$ cat src/rtl/xip_pkg.sv
`timescale 1ns/1ps
package xip_pkg;

  // Upper half of the memory-command word; the field layout is shared with
  // the command register and decoded bit-exact.
  typedef struct packed {
    logic [7:0] opcode;   // word bits 31:24
    logic [2:0] frame;    // word bits 23:21, 2..5 = 1..4 address bytes
    logic [1:0] field;    // word bits 20:19, 0 serial, 1 wide data
    logic [2:0] ilen;     // word bits 18:16, intermediate bytes
  } tmpl_t;

  typedef enum logic [1:0] {
    LANE_X1 = 2'd0,
    LANE_X2 = 2'd1,
    LANE_X4 = 2'd2
  } lane_e;

  typedef enum logic [1:0] {
    SQ_IDLE = 2'd0,
    SQ_HDR  = 2'd1,
    SQ_GAP  = 2'd2,
    SQ_DATA = 2'd3
  } sq_e;

  function automatic logic tmpl_ok(input tmpl_t t);
    return (t.frame >= 3'd2) && (t.frame <= 3'd5) && (t.field <= 2'd1);
  endfunction

endpackage

$ cat src/rtl/xip_template.sv
`timescale 1ns/1ps
module xip_template
  import xip_pkg::*;
#(
  parameter int RST_CYCLES = 4
) (
  input  logic          clk,
  input  logic          rst_n,
  input  logic          wr,
  input  logic [15:0]   word,
  input  logic          rst_req,
  output tmpl_t         tmpl,
  output logic          mem_on,
  output logic          rst_busy
);

  localparam int RW = $clog2(RST_CYCLES + 1);

  tmpl_t          tmpl_q, tmpl_d;
  logic           on_q, on_d;
  logic           busy_q, busy_d;
  logic [RW-1:0]  cnt_q, cnt_d;
  logic           tmpl_en;

  always_comb begin
    tmpl_d  = tmpl_t'(word);
    tmpl_en = 1'b0;
    on_d    = on_q;
    busy_d  = busy_q;
    cnt_d   = cnt_q;
    if (rst_req) begin
      busy_d = 1'b1;
      cnt_d  = RW'(RST_CYCLES);
    end else if (busy_q) begin
      if (cnt_q == RW'(1)) begin
        busy_d = 1'b0;
        on_d   = 1'b0;
        cnt_d  = '0;
      end else begin
        cnt_d = cnt_q - RW'(1);
      end
    end else if (wr && !on_q && tmpl_ok(tmpl_t'(word))) begin
      tmpl_en = 1'b1;
      on_d    = 1'b1;
    end
  end

  always_ff @(posedge clk or negedge rst_n) begin
    if (!rst_n) begin
      tmpl_q <= '0;
      on_q   <= 1'b0;
      busy_q <= 1'b0;
      cnt_q  <= '0;
    end else begin
      if (tmpl_en) tmpl_q <= tmpl_d;
      on_q   <= on_d;
      busy_q <= busy_d;
      cnt_q  <= cnt_d;
    end
  end

  assign tmpl     = tmpl_q;
  assign mem_on   = on_q;
  assign rst_busy = busy_q;

endmodule

$ cat src/rtl/xip_frame_seq.sv
`timescale 1ns/1ps
module xip_frame_seq
  import xip_pkg::*;
#(
  parameter int ADDR_W    = 32,
  parameter int DATA_BITS = 32
) (
  input  logic              clk,
  input  logic              rst_n,
  input  logic              start,
  input  logic              abort,
  input  logic [7:0]        opcode,
  input  logic [2:0]        addr_bytes,
  input  logic [2:0]        gap_bytes,
  input  lane_e             lane,
  input  logic [ADDR_W-1:0] addr,
  output lane_e             lane_o,
  output logic              smp_en,
  output logic              done,
  output logic              sck,
  output logic              cs_n,
  output logic [3:0]        io_out,
  output logic [3:0]        io_oe
);

  localparam int HDR_BITS = 8 + ADDR_W;
  localparam int GAP_MAX  = 7 * 8;
  localparam int CMAX_A   = (HDR_BITS > DATA_BITS) ? HDR_BITS : DATA_BITS;
  localparam int CMAX     = (CMAX_A > GAP_MAX) ? CMAX_A : GAP_MAX;
  localparam int CW       = $clog2(CMAX + 1);

  sq_e                 st_q, st_d;
  logic                ph_q, ph_d;
  logic [CW-1:0]       cnt_q, cnt_d;
  logic [HDR_BITS-1:0] sr_q, sr_d;
  lane_e               lane_q, lane_d;
  logic [2:0]          gap_q, gap_d;
  logic [ADDR_W-1:0]   addr_al;
  logic [CW-1:0]       hdr_clk, gap_clk, dat_clk;

  always_comb begin
    addr_al = addr << (ADDR_W - 8 * int'(addr_bytes));
    hdr_clk = CW'(8 + 8 * int'(addr_bytes));
    gap_clk = CW'(8 * int'(gap_q));
    dat_clk = CW'(DATA_BITS >> int'(lane_q));
  end

  always_comb begin
    st_d   = st_q;
    ph_d   = ph_q;
    cnt_d  = cnt_q;
    sr_d   = sr_q;
    lane_d = lane_q;
    gap_d  = gap_q;
    smp_en = 1'b0;
    done   = 1'b0;
    if (abort) begin
      st_d = SQ_IDLE;
      ph_d = 1'b0;
    end else if (st_q == SQ_IDLE) begin
      if (start) begin
        st_d   = SQ_HDR;
        ph_d   = 1'b0;
        cnt_d  = hdr_clk - CW'(1);
        sr_d   = {opcode, addr_al};
        lane_d = lane;
        gap_d  = gap_bytes;
      end
    end else if (!ph_q) begin
      ph_d = 1'b1;
    end else begin
      ph_d = 1'b0;
      unique case (st_q)
        SQ_HDR: begin
          sr_d = sr_q << 1;
          if (cnt_q == '0) begin
            if (gap_q != 3'd0) begin
              st_d  = SQ_GAP;
              cnt_d = gap_clk - CW'(1);
            end else begin
              st_d  = SQ_DATA;
              cnt_d = dat_clk - CW'(1);
            end
          end else begin
            cnt_d = cnt_q - CW'(1);
          end
        end
        SQ_GAP: begin
          if (cnt_q == '0) begin
            st_d  = SQ_DATA;
            cnt_d = dat_clk - CW'(1);
          end else begin
            cnt_d = cnt_q - CW'(1);
          end
        end
        SQ_DATA: begin
          smp_en = 1'b1;
          if (cnt_q == '0) begin
            done = 1'b1;
            st_d = SQ_IDLE;
          end else begin
            cnt_d = cnt_q - CW'(1);
          end
        end
        default: st_d = SQ_IDLE;
      endcase
    end
  end

  always_ff @(posedge clk or negedge rst_n) begin
    if (!rst_n) begin
      st_q   <= SQ_IDLE;
      ph_q   <= 1'b0;
      cnt_q  <= '0;
      sr_q   <= '0;
      lane_q <= LANE_X1;
      gap_q  <= '0;
    end else begin
      st_q   <= st_d;
      ph_q   <= ph_d;
      cnt_q  <= cnt_d;
      sr_q   <= sr_d;
      lane_q <= lane_d;
      gap_q  <= gap_d;
    end
  end

  assign lane_o = lane_q;
  assign cs_n   = (st_q == SQ_IDLE);
  assign sck    = (st_q != SQ_IDLE) && ph_q;
  assign io_oe  = ((st_q == SQ_HDR) || (st_q == SQ_GAP)) ? 4'b0001 : 4'b0000;
  assign io_out = {3'b000, (st_q == SQ_HDR) && sr_q[HDR_BITS-1]};

endmodule

$ cat src/rtl/xip_assembler.sv
`timescale 1ns/1ps
module xip_assembler
  import xip_pkg::*;
#(
  parameter int DATA_W = 32
) (
  input  logic              clk,
  input  logic              rst_n,
  input  logic              smp_en,
  input  lane_e             lane,
  input  logic [3:0]        io_in,
  output logic [DATA_W-1:0] word
);

  localparam int NBYTES = DATA_W / 8;

  logic [DATA_W-1:0] sr_q, sr_d;

  always_comb begin
    unique case (lane)
      LANE_X1: sr_d = {sr_q[DATA_W-2:0], io_in[1]};
      LANE_X2: sr_d = {sr_q[DATA_W-3:0], io_in[1:0]};
      default: sr_d = {sr_q[DATA_W-5:0], io_in[3:0]};
    endcase
  end

  always_ff @(posedge clk or negedge rst_n) begin
    if (!rst_n) begin
      sr_q <= '0;
    end else if (smp_en) begin
      sr_q <= sr_d;
    end
  end

  // First byte received sits at the top of the stream; map it to byte 0.
  for (genvar b = 0; b < NBYTES; b++) begin : g_swap
    assign word[8*b +: 8] = sr_q[DATA_W - 8*(b+1) +: 8];
  end

endmodule

$ cat src/rtl/xip_read_engine.sv
`timescale 1ns/1ps
module xip_read_engine
  import xip_pkg::*;
#(
  parameter int WIN_AW     = 24,
  parameter int DATA_W     = 32,
  parameter int RST_CYCLES = 4
) (
  input  logic              clk,
  input  logic              rst_n,
  input  logic              mcmd_wr,
  input  logic [15:0]       mcmd_word,
  input  logic              ctl_dual,
  input  logic              rst_req,
  output logic [7:0]        status,
  input  logic              win_rd,
  input  logic [WIN_AW-1:0] win_addr,
  output logic [DATA_W-1:0] win_rdata,
  output logic              win_ready,
  output logic              fl_sck,
  output logic              fl_cs_n,
  output logic [3:0]        fl_io_out,
  output logic [3:0]        fl_io_oe,
  input  logic [3:0]        fl_io_in
);

  localparam int FL_AW = 32;

  tmpl_t             tmpl;
  logic              mem_on, rst_busy;
  lane_e             lane_sel, lane_run;
  logic              smp_en, done;
  logic [DATA_W-1:0] word;
  logic              accept, start, quick;
  logic              busy_q, busy_d;
  logic              rdy_q, rdy_d;
  logic              zero_q, zero_d;

  xip_template #(.RST_CYCLES(RST_CYCLES)) u_tmpl (
    .clk      (clk),
    .rst_n    (rst_n),
    .wr       (mcmd_wr),
    .word     (mcmd_word),
    .rst_req  (rst_req),
    .tmpl     (tmpl),
    .mem_on   (mem_on),
    .rst_busy (rst_busy)
  );

  always_comb begin
    if (tmpl.field == 2'd0) lane_sel = LANE_X1;
    else if (ctl_dual)      lane_sel = LANE_X2;
    else                    lane_sel = LANE_X4;
  end

  always_comb begin
    accept = win_rd && !busy_q && !rdy_q;
    start  = accept && mem_on && !rst_busy && !rst_req;
    quick  = accept && !start;
  end

  always_comb begin
    rdy_d  = 1'b0;
    zero_d = zero_q;
    busy_d = busy_q;
    if (quick) begin
      rdy_d  = 1'b1;
      zero_d = 1'b1;
    end else if (start) begin
      busy_d = 1'b1;
    end
    if (busy_q && rst_req) begin
      rdy_d  = 1'b1;
      zero_d = 1'b1;
      busy_d = 1'b0;
    end else if (busy_q && done) begin
      rdy_d  = 1'b1;
      zero_d = 1'b0;
      busy_d = 1'b0;
    end
  end

  always_ff @(posedge clk or negedge rst_n) begin
    if (!rst_n) begin
      busy_q <= 1'b0;
      rdy_q  <= 1'b0;
      zero_q <= 1'b1;
    end else begin
      busy_q <= busy_d;
      rdy_q  <= rdy_d;
      zero_q <= zero_d;
    end
  end

  xip_frame_seq #(.ADDR_W(FL_AW), .DATA_BITS(DATA_W)) u_seq (
    .clk        (clk),
    .rst_n      (rst_n),
    .start      (start),
    .abort      (rst_req),
    .opcode     (tmpl.opcode),
    .addr_bytes (tmpl.frame - 3'd1),
    .gap_bytes  (tmpl.ilen),
    .lane       (lane_sel),
    .addr       (FL_AW'(win_addr)),
    .lane_o     (lane_run),
    .smp_en     (smp_en),
    .done       (done),
    .sck        (fl_sck),
    .cs_n       (fl_cs_n),
    .io_out     (fl_io_out),
    .io_oe      (fl_io_oe)
  );

  xip_assembler #(.DATA_W(DATA_W)) u_asm (
    .clk    (clk),
    .rst_n  (rst_n),
    .smp_en (smp_en),
    .lane   (lane_run),
    .io_in  (fl_io_in),
    .word   (word)
  );

  assign win_ready = rdy_q;
  assign win_rdata = (rdy_q && !zero_q) ? word : '0;
  assign status    = {3'b000, rst_busy, 3'b000, mem_on};

endmodule

$ cat config.mk
export PLATFORM = sky130hd
export DESIGN_NAME = xip_read_engine
export DESIGN_NICKNAME = d
export VERILOG_FILES = /design/src/rtl/xip_pkg.sv /design/src/rtl/xip_template.sv /design/src/rtl/xip_frame_seq.sv /design/src/rtl/xip_assembler.sv /design/src/rtl/xip_read_engine.sv
export SDC_FILE = /design/constraint.sdc
export NUM_CORES = 1
export LEC_CHECK = 0
export ABC_AREA = 0
export CORE_MARGIN = 2
export CORE_UTILIZATION = 40
export CTS_BUF_LIST = sky130_fd_sc_hd__clkbuf_16
export CTS_CLUSTER_DIAMETER = 150
export DETAILED_ROUTE_END_ITERATION = 10
export GPL_ROUTABILITY_DRIVEN = 0
export SLEW_MARGIN = 40
export SYNTH_ARGS = -nofsm -noshare
export SYNTH_HDL_FRONTEND = slang
export SYNTH_SLANG_ARGS = --single-unit
$ cat constraint.sdc
create_clock -name clk -period 5.9 [get_ports clk]
set_input_delay 0.59 -clock clk [delete_from_list [all_inputs] [get_ports clk]]
set_output_delay 0.59 -clock clk [all_outputs]
set_load 0.005 [all_outputs]
# Word-level counts from Yosys, hierarchy flattened
# Cells that the tools add are included.
dict set report totals {
  out_inout_bits 51
  elab_cells 148
  regBits 110
}
dict set report op_classes {
  n_eq_ne 13
  n_shift 2
  n_lt_le_gt_ge 3
  muxes 61
  reduce_logical 43
  bitwise_logic 1
  add_sub_neg 8
}
# op count
set ops {}
lappend ops {{$mux W40} 4}
lappend ops {{$pmux W32 S2} 1}
lappend ops {{$mux W6} 7}
lappend ops {{$mux W1} 34}
lappend ops {{$mux W32} 1}
lappend ops {{$shl A24 B32 Y32} 1}
lappend ops {{$sub A6 B1 Y6 const B} 4}
lappend ops {{$mux W2} 9}
lappend ops {{$pmux W6 S3} 1}
lappend ops {{$logic_and A1 B1 Y1} 15}
lappend ops {{$ne A4 B3 Y1 const B} 3}
lappend ops {{$reduce_bool A3 Y1} 4}
lappend ops {{$reduce_and A5 Y1} 2}
lappend ops {{$reduce_bool A2 Y1} 5}
lappend ops {{$mux W3} 3}
lappend ops {{$logic_not A1 Y1} 7}
lappend ops {{$sub A6 B6 Y7 const A} 1}
lappend ops {{$add A4 B6 Y6 const A} 1}
lappend ops {{$logic_not A2 Y1} 3}
lappend ops {{$logic_not A6 Y1} 1}
lappend ops {{$pmux W2 S3} 1}
lappend ops {{$reduce_and A3 Y1} 2}
lappend ops {{$shr A6 B2 Y6 const A} 1}
lappend ops {{$sub A3 B1 Y3 const B} 2}
lappend ops {{16 further kinds} 18}

# Depth between registers and ports, before layout
# Gate-level depths: netlist of the first run.
dict set report depth {
  ltp_word 11
  depth_mapped 9
}

# Hierarchy
# From an unflattened synthesis of the first run, not the netlist that was laid out.
dict set report hier_totals {
  hier_cells 635
  area_unflattened_um2 6421.2
}
# module cells_each instances area_per_inst_um2
set modules_own_cells {}
lappend modules_own_cells {xip_frame_seq 326 1 3201.8}
lappend modules_own_cells {xip_assembler 179 1 1829.3}
lappend modules_own_cells {xip_template 63 1 900.9}
lappend modules_own_cells {xip_read_engine 67 1 489.2}

# Worst setup path after synthesis of the first run
# Ideal clock, no wire load.
dict set report synth_timing {
  path_type {input to register}
  startpoint {in rst_req}
  endpoint {reg u_tmpl.tmpl_q, in the netlist u_tmpl.tmpl[0]}
  path_stages 5
  slack_ns 3.986
  t_arrival_ns 1.789
  path_buffers 1
  t_required_ns 5.775
  setup_time_ns 0.125
  cell_sequence {nor2_2 -> nand4b_1 -> nor2_2 -> buf_4 -> mux2_2}
}
dict set report synth_between {
  elab_chain_cells 1
}
# item line
set synth_rtl {}
lappend synth_rtl {{from (decl)} xip_read_engine.sv:14} ;# input logic rst_req,
lappend synth_rtl {{$mux W1} xip_template.sv:31} ;# if (rst_req) begin
lappend synth_rtl {{to (signal assigned)} xip_template.sv:55} ;# if (tmpl_en) tmpl_q <= tmpl_d;
lappend synth_rtl {{to (decl)} xip_template.sv:19} ;# tmpl_t tmpl_q, tmpl_d;
# Every way passes these cells.
# A chain may end at the register's enable or synchronous reset.

# Worst setup path after layout of the first run
dict set report layout_timing {
  startpoint {in rst_req}
  endpoint {reg u_seq.sr_q[33]}
}
dict set report layout_between {
  elab_chain_cells 4
}
# item line
set layout_rtl {}
lappend layout_rtl {{$logic_not A1 Y1} xip_read_engine.sv:58} ;# start = accept && mem_on && !rst_busy && !rst_req;
lappend layout_rtl {{$logic_and A1 B1 Y1} xip_read_engine.sv:58}
lappend layout_rtl {{$ne A2 B1 Y1 (no line)} -}
lappend layout_rtl {{$reduce_and A4 Y1 (no line) (*)} -}
lappend layout_rtl {{to (signal assigned)} xip_frame_seq.sv:122} ;# sr_q <= sr_d;
lappend layout_rtl {{to (decl)} xip_frame_seq.sv:35} ;# logic [HDR_BITS-1:0] sr_q, sr_d;
# Every way passes the cells marked *; elsewhere a longest branch is shown, timed or not.

==> metrics.cfg, run 1 <==
[status]
outcome=finished, final reports clean

[synth]
synthTopCellsByArea=dfrtp_1, mux2i_1, a21oi_1
synth_common_cells=dfrtp_1, nor2_1, a21oi_1
seq_area_frac_synth_pct=43.12
synth_cell_types=61
synth_fa_ha_area_share_pct=2.547
syn_area_um2=6386
synthMuxAreaShare_pct=11.19
synth_compound_area_share_pct=19.81
synth_enable_flop_cells=0
yosysTopAreaCell=dfrtp_1
synth_warnings=0
ys_ff_latch=110
synthSimpleGateAreaFrac_pct=16.03
syn_inst=700
synth.most_common_cell=dfrtp_1
avgSynthCellArea_um2=9.123
synth_top_family_by_area=compound AO/OA/AOI/OAI gates
synth_top_cell_area_share_pct=42.71
synthArstFlopShare_pct=100.0
synth_ff_type=dfrtp_1
synth_xor_area_share_pct=1.450

[worst_setup_path]
critPathLaunchType=input pin
critPathKind=in -> reg
worstSetupEndpointType=flop
worstSetupStartpoint=rst_req
worstPathArrival_ns=3.31
critical_path_required_ns=6.17
critPathMaxFanout=38
critPathMaxStageDelay_ns=0.66
cp_cell_sequence=clkdlybuf4s50_1 -> nor2_2 -> a31oi_2 -> nor2_4 -> buf_4 -> nor2_1 -> a21oi_1
crit_path_top_delay_cell=nor2_4
reg2reg_from=u_tmpl.tmpl[5]

[finish]
areaGrowthSynthToFinish_pct=19.87
antenna_cells=0
final_nets=820
layout.cells.non_filler=978
final_area_um2=7655
final_layout_size_suffix_gt1_share_pct=7.612

[timing]
rsz0062_at_grt=no
tightest_slew_ns=0.7346
fin_tns_setup_ns=0
finalClockSkew_ns=0.009043
drv_slew=0
fin_crit_sh_pct=51.49
hold_viol=0
final.min_clock_period_ns=3.038
relSlewSlack_pct=50.91
setup_violations=0
max_freq_ghz=0.3292

[clock_network]
clock-root-buffer=clkbuf_16
clkTransAtPathRegs_ns=0.07
cts_tree=yes
ctsHoldBuffers=0
clk-insertion-delay-late_ns=0.35
numCtsBuffers=9
post-cts-setup-buffers=0
cts.sinks=110
cts_resized=0
cts.path.max_buffers=2
ctsHtreeMaxLevel=3

[route]
drt_first_iter_violations=419
drt_pre_antenna_iters=4
routed_wl_mm=15.07
dr_total_vias=5213
ant_nets=0
avgViaCountPerCell=5.330
post_drt_wl_per_cell_um=15.41
drc_errors=0

[global_routing]
track_usage_pct=18.60
grt_max_degree=66
grt_pass1_vias=4948
grt_pass1_wl_mm=25.03
grt_overflow_total=0
antenna_found_initial=0

[placement]
placed_area_um2=7335
portBuffers=88
dp_hpwl_mm=10.64
place_inst=962

[run]
cap_viol_max_count=0

[power_and_ir_drop]
finalPower_mw=2.848
ir_worst_vdd_mv=0.2502
p_leak_nw=3.196
p_per_area_nw_per_um2=372.1

[die]
io_pins=101
die_x_um=130.4
rows=46
initial_utilization_pct=40.50
core_area_um2=15770
dieArea_um2=16990
die_y_um=130.4

[worst_hold_path]
hold_class=in -> async

==> cells by family after synthesis <==
kind of cell | count (synthesis)
AO/OA/AOI/OAI | 204
XOR/XNOR | 8
adder cells (fa/ha/maj) | 13
buffers and inverters | 78
flip-flops | 110
multiplexers | 69
other | 1
AND/OR/NAND/NOR | 217
==> metal layers <==
metal  track usage, %  wire length, um  vias to the layer above
li1                 -                -                     2556
met1            27.22             7251                     2515
met2            28.09             6904                      123
met3            2.583              652                       19
met4            7.071              265                        0
met5                0                0                        -
==> stage by stage <==
stage	worst slack (ns)	util [%]	hold WS [ns]
final	2.862	48.54	0.2313
after global routing	2.557	48.54	0.2731
after CTS	2.876	48.47	0.2469
after detailed placement	2.526	46.51	0.4730
after global placement	2.626	46.46	0.4643
after floorplan	3.986	-	0.2944
==> flip-flops by register name (all words and copies together) (netlist names) <==
signal           cells
u_tmpl.cnt_q         3
u_seq.gap_q          3
u_tmpl.tmpl         16
u_seq.cnt_q          6
win_ready            1
u_tmpl.rst_busy      1
zero_q               1
u_seq.st_q           2
u_asm.sr_q          32
u_seq.lane_o         2
busy_q               1
u_tmpl.mem_on        1
u_seq.sr_q          40
u_seq.ph_q           1
==> cell type report <==
type                       count  area (um^2)
inverter                      18        67.56
sequential                   110         2758
timing repair buffer          95        934.6
clock inverter                 7        83.83
multi-input combinational    523         3316
tap                          216        270.3
fill                        1519         8115
clock buffer                   9        225.2
==> layout by cell type (no fill, tap or decap), types with 2 or more instances in the layout <==
cell type	instances
clkbuf_16	9
nor4_1	2
buf_4	7
xor2_1	3
mux2i_1	50
o21ai_0	50
conb_1	12
a21oi_2	2
bufinv_16	2
mux2_2	18
o31ai_1	3
inv_1	19
a221o_1	8
o21ai_1	2
dfrtp_1	108
nand2b_1	2
ha_1	13
a31oi_1	12
nand3_1	13
a2bb2oi_1	7
o22a_1	2
nor2_4	2
nand3b_1	2
o22ai_1	8
nor3_1	3
xnor2_1	2
nor2_1	80
and2_1	34
a22oi_1	16
clkdlybuf4s50_1	87
a21o_1	3
o221ai_1	2
nor2b_1	5
o211ai_1	11
a21oi_1	69
nand2_1	64
==> power breakdown <==
group | leakage [nW] | internal (mW) | switching, mW
sequential | 1.40 | 0.937 | 0.129
combinational | 1.63 | 0.470 | 0.679
clock | 0.159 | 0.367 | 0.267
total | 3.20 | 1.77 | 1.07
==> final timing paths <==
| check | to | slack (ns) | cells past startpoint |
|---|---|---|---|
| setup / recovery | u_seq.sr_q[33] | 2.86 | 7 |
| hold / removal | u_asm.sr_q[30] | 0.23 | 1 |
| setup reg to reg | u_seq.sr_q[21] | 3.08 | 8 |
| hold reg to reg | u_asm.sr_q[31] | 0.48 | 2 |
| max in group asynchronous | u_seq.sr_q[37] | 4.66 | 2 |
| min in group clk | u_asm.sr_q[31] | 0.48 | 2 |
==> worst max-delay path, delay by kind of cell <==
kind / cells / cell delay [ns]
simple gates: 3 / 1.13
buf+inv: 2 / 1.11
compound gates: 2 / 0.44
Power figures use the tool's default switching activity.
==> run 2: changes to the inputs <==
==> constraint.sdc (replaced) <==
create_clock -name clk -period 2.4 [get_ports clk]
set_input_delay 0.24 -clock clk [delete_from_list [all_inputs] [get_ports clk]]
set_output_delay 0.24 -clock clk [all_outputs]
set_load 0.005 [all_outputs]
==> metrics.cfg, run 2 (synthesis results as in run 1) <==
[route]
drc_errors=0
routed_wl_mm=15.58
drt_pre_antenna_iters=7
post_drt_wl_per_cell_um=15.62
avgViaCountPerCell=5.333
drt_first_iter_violations=330
ant_nets=0
dr_total_vias=5317

[global_routing]
grt_pass1_vias=4878
antenna_found_initial=0
grt_max_degree=73
grt_overflow_total=0
grt_pass1_wl_mm=25.36
track_usage_pct=18.93

[finish]
final_nets=839
final_layout_size_suffix_gt1_share_pct=9.603
largest_reg_flops=40
fillers=1501
final_cell_mix=dfrtp_1, clkdlybuf4s50_1, nor2_1
antenna_cells=0
final_area_um2=7799
regArea_um2=2755
multi_input_area_um2=3303
areaGrowthSynthToFinish_pct=22.12
final_common_cell=dfrtp_1
top_register=u_seq.sr_q

[clock_network]
clock-root-buffer=clkbuf_16
clk-insertion-delay-late_ns=0.35
ctsHtreeMaxLevel=3
cts.path.max_buffers=2
cts_tree=yes
cts.sinks=110
numCtsBuffers=9
cts_resized=0
clkTransAtPathRegs_ns=0.07

[placement]
placed_area_um2=7500
dp_hpwl_mm=11.15
portBuffers=88

[worst_setup_path]
reg2regPathDepth=8
worstPathArrival_ns=1.99
critical_path_required_ns=2.16
reg2reg_from=u_tmpl.tmpl[5]
r2r-end=u_seq.sr_q[16]
critPathMaxFanout=8
timing.reg2reg.setup_slack_ns=0.22
worstSetupEndpointType=output port
critPathLaunchType=flop
critPathKind=reg -> out
worstSetupStartpoint=u_seq.st_q[0]
crit_end=fl_sck

[die]
rows=46
dieArea_um2=16990
initial_utilization_pct=40.50
die_y_um=130.4
io_pins=101
die_x_um=130.4
core_area_um2=15770

[timing]
max_freq_ghz=0.4481
hold_viol=0
relSlewSlack_pct=58.68
final.min_clock_period_ns=2.232
fin_crit_sh_pct=92.99
rsz0062_at_grt=no
fin_hold_ws_ns=0.2835
fin_tns_setup_ns=0
drv_slew=0
finalClockSkew_ns=0.009412
setup_violations=0
tightest_slew_ns=0.6198

[power_and_ir_drop]
p_leak_nw=3.283
p_per_area_nw_per_um2=902.7
ir_worst_vdd_mv=0.4544

[run]
cap_viol_max_count=0

[status]
outcome=finished, final reports clean

[worst_hold_path]
hold_class=in -> async

[run 2: changes by cell type in the layout (fill, tap and decap cells not counted), moves of 2 or more]
cell and change:
buf_12 +3, buf_4 +16, clkinv_1 +2, inv_1 -2
[run 2: stage by stage]
step | power [mW] | setup slack, ns | utilization [%] | std cells
6_report | 7.040 | 0.1681 | 49.45 | 997
5_1_grt | 7.564 | 0.06058 | 49.45 | 997
4_1_cts | 7.091 | 0.1674 | 49.45 | 997
3_5_place_dp | 5.581 | 0.2065 | 47.56 | 980
3_3_place_gp | 5.506 | 0.1774 | 47.56 | 980
2_1_floorplan | 4.702 | 0.5349 | - | 711
[run 2: repair_timing]
action                                  in CTS  in global routing
hold buffers                                 1                  0
endpoints found under the setup margin       0                  0
setup buffers                                0                  0
endpoints found under the hold margin       13                  0
[run 2: worst min path at each step]
stage	endpoint	slack, ns	cells past startpoint
finish	u_seq.sr_q[6]	0.28	2
global route	u_seq.sr_q[13]	0.30	2
CTS	u_seq.sr_q[5]	0.29	2
floorplan	busy_q	-0.06	0
global placement	u_seq.sr_q[12]	0.12	1
detailed placement	u_seq.sr_q[13]	0.12	1
[run 2: report_power, final]
group	internal, mW	switching (mW)
Clock	0.803	0.676
Combinational	1.30	1.63
Sequential	2.30	0.326
[run 2: layout make-up]
| cell class | count | share of cell area, % |
|---|---|---|
| clock inverter | 7 | 0.8182 |
| multi-input combinational | 523 | 42.36 |
| timing repair buffer | 114 | 14.28 |
| sequential | 110 | 35.33 |
| clock buffer | 9 | 2.888 |
| tap | 216 | 3.465 |
| inverter | 18 | 0.8664 |
[run 2: worst max-delay path, cell delays in order (launching register included)]
cell and delay [ns]:
dfrtp_1 0.43, inv_1 0.08, ha_1 0.32, nor2b_1 0.26
clkdlybuf4s50_1 0.55
[run 2: metal layers]
| layer | vias up | wire (um) | track usage (%) |
|---|---|---|---|
| met4 | 0 | 209 | 5.757 |
| met2 | 136 | 6919 | 27.47 |
| met5 | - | 0 | 0 |
| met1 | 2575 | 7711 | 28.45 |
| li1 | 2590 | - | - |
| met3 | 16 | 738 | 3.854 |
==> run 3: changes to the inputs <==
--- a/config.mk
+++ b/config.mk
@@ -8,10 +8,11 @@
 export ABC_AREA = 0
 export CORE_MARGIN = 2
 export CORE_UTILIZATION = 40
-export CTS_BUF_LIST = sky130_fd_sc_hd__clkbuf_16
+export CTS_BUF_LIST = sky130_fd_sc_hd__clkbuf_2 sky130_fd_sc_hd__clkbuf_4 sky130_fd_sc_hd__clkbuf_8
 export CTS_CLUSTER_DIAMETER = 150
 export DETAILED_ROUTE_END_ITERATION = 10
 export GPL_ROUTABILITY_DRIVEN = 0
+export SKIP_CTS_REPAIR_TIMING = 1
 export SLEW_MARGIN = 40
 export SYNTH_ARGS = -nofsm -noshare
 export SYNTH_HDL_FRONTEND = slang
==> metrics.cfg, run 3 (synthesis results as in run 1) <==
[status]
outcome=finished, final reports clean

[timing]
rsz0062_at_grt=no
final.min_clock_period_ns=2.279
setup_slack_ns=0.1210
fin_crit_sh_pct=94.96
fin_hold_ws_ns=0.2446
drv_slew=0
finalClockSkew_ns=0.01513
max_freq_ghz=0.4388
relSlewSlack_pct=58.06
fin_tns_setup_ns=0
tightest_slew_ns=0.6291
setup_violations=0
hold_viol=0

[die]
initial_utilization_pct=40.50
die_y_um=130.4
dieArea_um2=16990
io_pins=101
rows=46
die_x_um=130.4
core_area_um2=15770

[worst_setup_path]
critPathLaunchType=flop
critPathMaxFanout=8
reg2reg_from=u_tmpl.tmpl[5]
critPathKind=reg -> out
reg2regPathDepth=6
worstPathArrival_ns=2.04
critical_path_required_ns=2.16
worstSetupEndpointType=output port
timing.reg2reg.setup_slack_ns=0.22
worstSetupStartpoint=u_seq.st_q[0]
r2r-end=u_seq.sr_q[24]

[finish]
areaGrowthSynthToFinish_pct=20.85
layout.cells.non_filler=997
top_register=u_seq.sr_q
post-route-util_pct=48.94
final_area_um2=7717
final_common_cell=dfrtp_1
final_cell_mix=dfrtp_1, clkdlybuf4s50_1, nor2_1
fillers=1511
final_nets=839
antenna_cells=0
largest_reg_flops=40
final_layout_size_suffix_gt1_share_pct=9.859

[global_routing]
grt_pass1_vias=4861
grt_use_met3_pct=3.485
grt_pass1_wl_mm=25.27
grt_max_degree=73
use_met1_pct=28.60
met2_usage_pct=27.29
antenna_found_initial=0
track_usage_pct=18.87
grt_overflow_total=0
busiest_layer=met1

[power_and_ir_drop]
combPwrFrac_pct=43.6
ir_worst_vdd_mv=0.4085
finalPower_mw=6.736
p_per_area_nw_per_um2=872.8
sequentialPowerShare_pct=39.0
power_frac_clock_pct=17.4
swShare_pct=38.48
switching_power_mw=2.592
p_leak_nw=3.248
p_int_mw=4.144

[clock_network]
cts_tree=yes
ctsHtreeMaxLevel=3
numCtsBuffers=9
clock-root-buffer=clkbuf_8
cts.path.max_buffers=2
clk-insertion-delay-late_ns=0.39
clkTransAtPathRegs_ns=0.11
cts.sinks=110

[placement]
dp_hpwl_mm=11.15
pre_cts_ws_ns=0.2065
placed_area_um2=7500
portBuffers=88
place_inst=980

[route]
drt_pre_antenna_iters=4
post_drt_wl_per_cell_um=15.53
dr_total_vias=5248
routed_wl_mm=15.48
ant_nets=0
drt_first_iter_violations=284
drc_errors=0
avgViaCountPerCell=5.264

[run]
cap_viol_max_count=0

[worst_hold_path]
hold_class=in -> async

## run 3: changes by cell type in the layout (fill, tap and decap cells not counted), sizes merged
| cell | before | now |
|---|---|---|
| clkbuf | 9 | 11 |
| clkinv | 5 | 3 |
## run 3: routing by layer
metal | part of all wire [%] | wire length (um) | vias to the layer above
met3 | 5.2 | 811 | 17
met2 | 44 | 6790 | 130
met5 | 0 | 0 | -
met4 | 1.3 | 204 | 0
li1 | - | - | 2586
met1 | 50 | 7675 | 2515
## run 3: worst max-delay path by stage
stage                     endpoint  cells after the start
floorplan            u_seq.st_q[0]                      5
global placement    u_tmpl.tmpl[0]                      6
detailed placement  u_tmpl.tmpl[3]                      7
CTS                         fl_sck                      4
global route                fl_sck                      4
finish                      fl_sck                      4
## run 3: power groups by stage
stage | sequential, mW | clock (mW) | combinational [mW]
4_1_cts | 2.62 | 1.22 | 2.94
5_1_grt | 2.69 | 1.28 | 3.28
2_1_floorplan | 2.55 | 0 | 2.15
3_3_place_gp | 2.64 | 0 | 2.87
3_5_place_dp | 2.65 | 0 | 2.93
6_report | 2.62 | 1.18 | 2.94
## run 3: final cells by class
class                           count  area [um^2]  area share, %
Clock buffer                       11        151.4          1.962
Sequential cell                   110         2755          35.70
Tap cell                          216        270.3          3.502
Multi-Input combinational cell    523         3303          42.80
Inverter                           18        67.56         0.8755
Clock inverter                      5        56.30         0.7296
Timing Repair Buffer              114         1114          14.43
## run 3: worst max-delay path: stages (launching register included)
cell             delay, ns
dfrtp_1               0.44
inv_1                 0.08
ha_1                  0.32
nor2b_1               0.26
clkdlybuf4s50_1       0.55
